**config.mk**
```make
export PLATFORM = sky130hd
export DESIGN_NAME = owire_crc_unit
export DESIGN_NICKNAME = d
export VERILOG_FILES = /design/src/rtl/owire_crc_unit.sv
export SDC_FILE = /design/constraint.sdc
export NUM_CORES = 1
export LEC_CHECK = 0
export ABC_AREA = 1
export BUFFER_PORTS_ARGS = -buffer_cell sky130_fd_sc_hd__buf_2
export CAP_MARGIN = 20
export CORE_MARGIN = 5
export CORE_UTILIZATION = 49
export DETAILED_ROUTE_END_ITERATION = 8
export GPL_TIMING_DRIVEN = 0
export PLACE_DENSITY_LB_ADDON = 0.12
export SKIP_CTS_REPAIR_TIMING = 1
export SLEW_MARGIN = 20
export SYNTH_ARGS = -nofsm -noshare
export SYNTH_HDL_FRONTEND = slang
export SYNTH_SLANG_ARGS = --single-unit
export TNS_END_PERCENT = 1
```
**constraint.sdc**
```tcl
create_clock -name clk -period 1.5 [get_ports clk]
set_clock_uncertainty 0.1 [all_clocks]
set_input_delay 0.075 -clock clk [delete_from_list [all_inputs] [get_ports clk]]
set_output_delay 0.075 -clock clk [all_outputs]
set_load 0.02 [all_outputs]
```
**src/rtl/owire_crc_unit.sv**
```systemverilog
module owire_crc_unit #(
  parameter int          CFG_W   = 8,
  parameter logic [7:0]  POLY_B  = 8'h8C,
  parameter logic [15:0] POLY_W  = 16'hA001,
  parameter logic [15:0] RESID_W = 16'hB001
) (
  input  logic             clk,
  input  logic             rst_n,
  input  logic             cfg_we,
  input  logic [CFG_W-1:0] cfg_wdata,
  output logic [CFG_W-1:0] cfg_rdata,
  input  logic             bit_stb,
  input  logic             bit_tx,
  input  logic             bit_val,
  output logic [15:0]      crc_out,
  output logic             crc_done
);
  logic rx_en, tx_en, wide, cmp_pend, err;
  logic [15:0] acc;

  wire take = bit_stb & (bit_tx ? tx_en : rx_en);
  wire arm  = cfg_we & ((cfg_wdata[0] & ~rx_en) | (cfg_wdata[1] & ~tx_en));
  wire fb   = acc[0] ^ bit_val;

  wire [7:0]  nxt_b = {1'b0, acc[7:1]} ^ (fb ? POLY_B : 8'h00);
  wire [15:0] nxt_w = {1'b0, acc[15:1]} ^ (fb ? POLY_W : 16'h0000);
  wire        pass  = wide ? (acc == RESID_W) : (acc[7:0] == 8'h00);

  always_ff @(posedge clk or negedge rst_n) begin
    if (!rst_n) begin
      rx_en    <= 1'b0;
      tx_en    <= 1'b0;
      wide     <= 1'b0;
      cmp_pend <= 1'b0;
      crc_done <= 1'b0;
      err      <= 1'b0;
    end else begin
      if (cfg_we) begin
        rx_en <= cfg_wdata[0];
        tx_en <= cfg_wdata[1];
        wide  <= cfg_wdata[2];
      end
      cmp_pend <= cfg_we & cfg_wdata[3];
      crc_done <= cmp_pend;
      if (cmp_pend) err <= ~pass;
    end
  end

  always_ff @(posedge clk or negedge rst_n) begin
    if (!rst_n)    acc <= '0;
    else if (arm)  acc <= '0;
    else if (take) acc <= wide ? nxt_w : {8'h00, nxt_b};
  end

  assign crc_out   = acc;
  assign cfg_rdata = CFG_W'({err, 1'b0, cmp_pend, wide, tx_en, rx_en});
endmodule


```
==> metrics.md <==
| Metric | Value |
|---|---|
| Status | `finished clean` |
| Core box area | `about 2200 µm²` |
| Part of the cycle the worst path needs | `94.30%` |
| Yosys top cell by area | `dfrtp_1` |
| Worst Setup End Kind | `flip-flop` |
| Remaining DRCs | `0` |
| Minimum clock period | `roughly 1.4 ns` |
| Worst endpoint required time | `1.66 ns` |
| Crit-path max FO | `10` |
| Initial cell density of the core | `51.47%` |
| Fin cells | `221` |
| Hold Vio Cnt, Final | `0` |
| Fin Setup TNS | `0 ns` |
| GRT Total Usage | `15.50%` |
| Max-cap violations | `0` |
| Global-route wire length before repair | `3974 µm` |
| Number of global-route vias before repair | `920` |
| Final instance area | `1449 µm²` |
| RSZ-0062 raised after global routing | `no` |
| Async S/R FF share, synth | `100.0%` |
| H-Tree Depth | `1` |
| Crit path largest cell delay | `0.41 ns` |
| Top Family by Delay on Critical Path | `compound AO/OA/AOI/OAI gates` |
| Clock Pin Slew Worst Setup and Hold Paths | `0.12 ns` |
| Post-synthesis sequential area ratio | `48.35%` |
| Io pins | `39` |
| CTS tree | `done` |
| Die area | `between 3000 and 4000 µm²` |
| Max Fclk | `707.0 MHz` |
| Worst Path Buf+Inv | `1` |
| DR pass1 iterations | `4` |
| Area contributors post-synth | `dfrtp_1 (48%), nand2_1 (23%), inv_1 (5.6%), buf_4 (5.3%), nand3_1 (3.1%)` |
| Number of buffers created by CTS | `3` |
| Crit path DAT | `1.57 ns` |
| Syn Area/Cell | `7.642 µm²` |
| Die W | `roughly 58 µm` |
| Area share of the largest cell type after synthesis | `slightly below 50%` |
| Lkg Pwr | `between 0.8 and 0.9 nW` |
| DRT antenna net count | `0` |
| Layout area overhead | `27.25%` |
| Routed wire length | `2525 µm` |
| PwrDens | `a little over 900 nW/µm²` |
| Share of cells above drive strength 1 | `26.42%` |
| Setup CP Type | `reg -> reg` |
| Worst-Skew Late Latency | `0.31 ns` |
| CTS Root Cell | `clkbuf_4` |
| Final slew viol count | `0` |
| Worst VDD drop | `0.0006793 V` |
| Placed Instances | `209` |
| Number of flops mapped to enable cells by yosys | `0` |
| Syn Inst Count | `149` |
| Final setup viols | `0` |
| Placer Congestion | `0.8373` |
| Seq cells post-synth | `22` |
| Placed cell area | `roughly 1300 µm²` |
| # fillers | `206` |
| PortBufs | `30` |
| Critical path cell sequence | `o21a_1 -> a21oi_4 -> buf_6 -> nand2_1 -> nand2_1` |
| Synthesized cell area | `1139 µm²` |
| Largest net degree at the start of global routing | `23` |
| Synth cell count leaders | `nand2_1 (70), dfrtp_1 (22), inv_1 (17)` |
| Top-count cell post-synth | `nand2_1` |
| Synth unique cells | `17` |
| Die height | `58.21 µm` |
| Antenna fix cells | `0` |
| Ys flop type | `dfrtp_1` |
| Slowest cell on the critical path | `dfrtp_1` |
| DR vias | `a little over 1000` |
| GRT Residual Overflow | `0` |
| Via density per instance | `4.602` |
| Clk buf depth | `2` |
| Syn. warnings | `0` |
| Rows | `17` |
| CTS sink cnt | `22` |
| Type of origin of the critical path | `flip-flop` |
| Half-perimeter wire length after detailed placement | `around 1800 µm` |
| Nets@finish | `209` |
| Drt first-iter violations | `19` |
| Cell mode on critical path | `nand2_1` |
| Hold crit path type | `in -> reg` |
| Initial antenna violation count | `0` |
| Routed wire per std cell | `about 11 µm` |
==> registers in the layout, summed over array words and instances, names as in the netlist <==
signal / cells
crc_done: 1
tx_en: 1
cmp_pend: 1
crc_out: 16
err: 1
wide: 1
rx_en: 1
==> through the flow <==
step                setup slack [ns]  utilization (%)  hold WS (ns)  power [mW]
floorplan                     0.2451                -       -0.3206      0.9288
CTS                          0.07166            61.20       -0.3873       1.313
global route                0.008613            65.50        0.1293       1.407
finish                       0.08556            65.50        0.1317       1.326
global placement              0.1650            60.18      -0.03508       1.030
detailed placement            0.1228            60.18      -0.03006       1.039
==> worst reg2reg max path, cell delays in order, from the launching register on <==
cell and delay [ns]:
dfrtp_1 0.41, o21a_1 0.24, a21oi_4 0.29, buf_6 0.20
nand2_1 0.06, nand2_1 0.06
==> path summary, 6_finish.rpt <==
check                      startpoint          end  slack, ns  cells after the start
max                             rx_en   crc_out[6]       0.09                      5
max reg2reg                     rx_en   crc_out[6]       0.09                      5
min                            bit_tx  crc_out[10]       0.13                      5
min in group asynchronous       rst_n        rx_en       0.14                      2
min reg2reg                  cmp_pend     crc_done       0.35                      0
max in group asynchronous       rst_n   crc_out[1]       0.83                      2
==> final cells by class <==
class	count	area, µm²	share of cell area [%]
clock buffers	3	22.52	1.554
repair buffers	39	240.2	16.58
flip-flops and latches	22	550.5	38.00
multi-input cells	102	454.2	31.35
well taps	28	35.03	2.418
inverters	17	63.81	4.404
plain buffers	10	82.58	5.699
==> layer usage <==
| metal | vias to the layer above | part of all wire [%] | global-route usage, % | wire [µm] |
|---|---|---|---|---|
| met5 | - | 0 | 0 | 0 |
| li1 | 527 | - | - | - |
| met4 | 0 | 2.9 | 7.947 | 73 |
| met2 | 28 | 47 | 24.84 | 1191 |
| met3 | 7 | 6.4 | 3.786 | 162 |
| met1 | 455 | 43 | 19.28 | 1097 |
==> report_power, final <==
part / internal (mW) / switching, mW / total (mW)
clock network: 0.0941 / 0.180 / 0.274
registers: 0.639 / 0.0413 / 0.680
logic: 0.145 / 0.227 / 0.371
==> cell families after synthesis <==
family,after synthesis,synth area share (%)
simple gates,92,34.18
buf+inv,27,12.86
flops,22,48.35
compound gates,7,4.286
other cells,1,0.3294
==> placed cells by master (no fill, tap or decap) <==
cell	synthesis	layout
nand3_1	7	7
buf_4	8	8
dfrtp_1	22	22
nor2_1	6	6
a21oi_1	2	2
nor2_2	2	1
o21a_1	1	1
dlygate4sd3_1	0	9
inv_1	17	17
nand2_1	70	70
buf_2	0	30
nor2_4	0	1
nand2_2	3	3
buf_6	2	2
a21oi_4	1	1
conb_1	1	3
o21ai_0	3	3
nor3_1	2	2
nand3_2	1	1
nand3_4	1	1
clkbuf_4	0	3
Note: power is estimated with default switching activity, not from simulation.
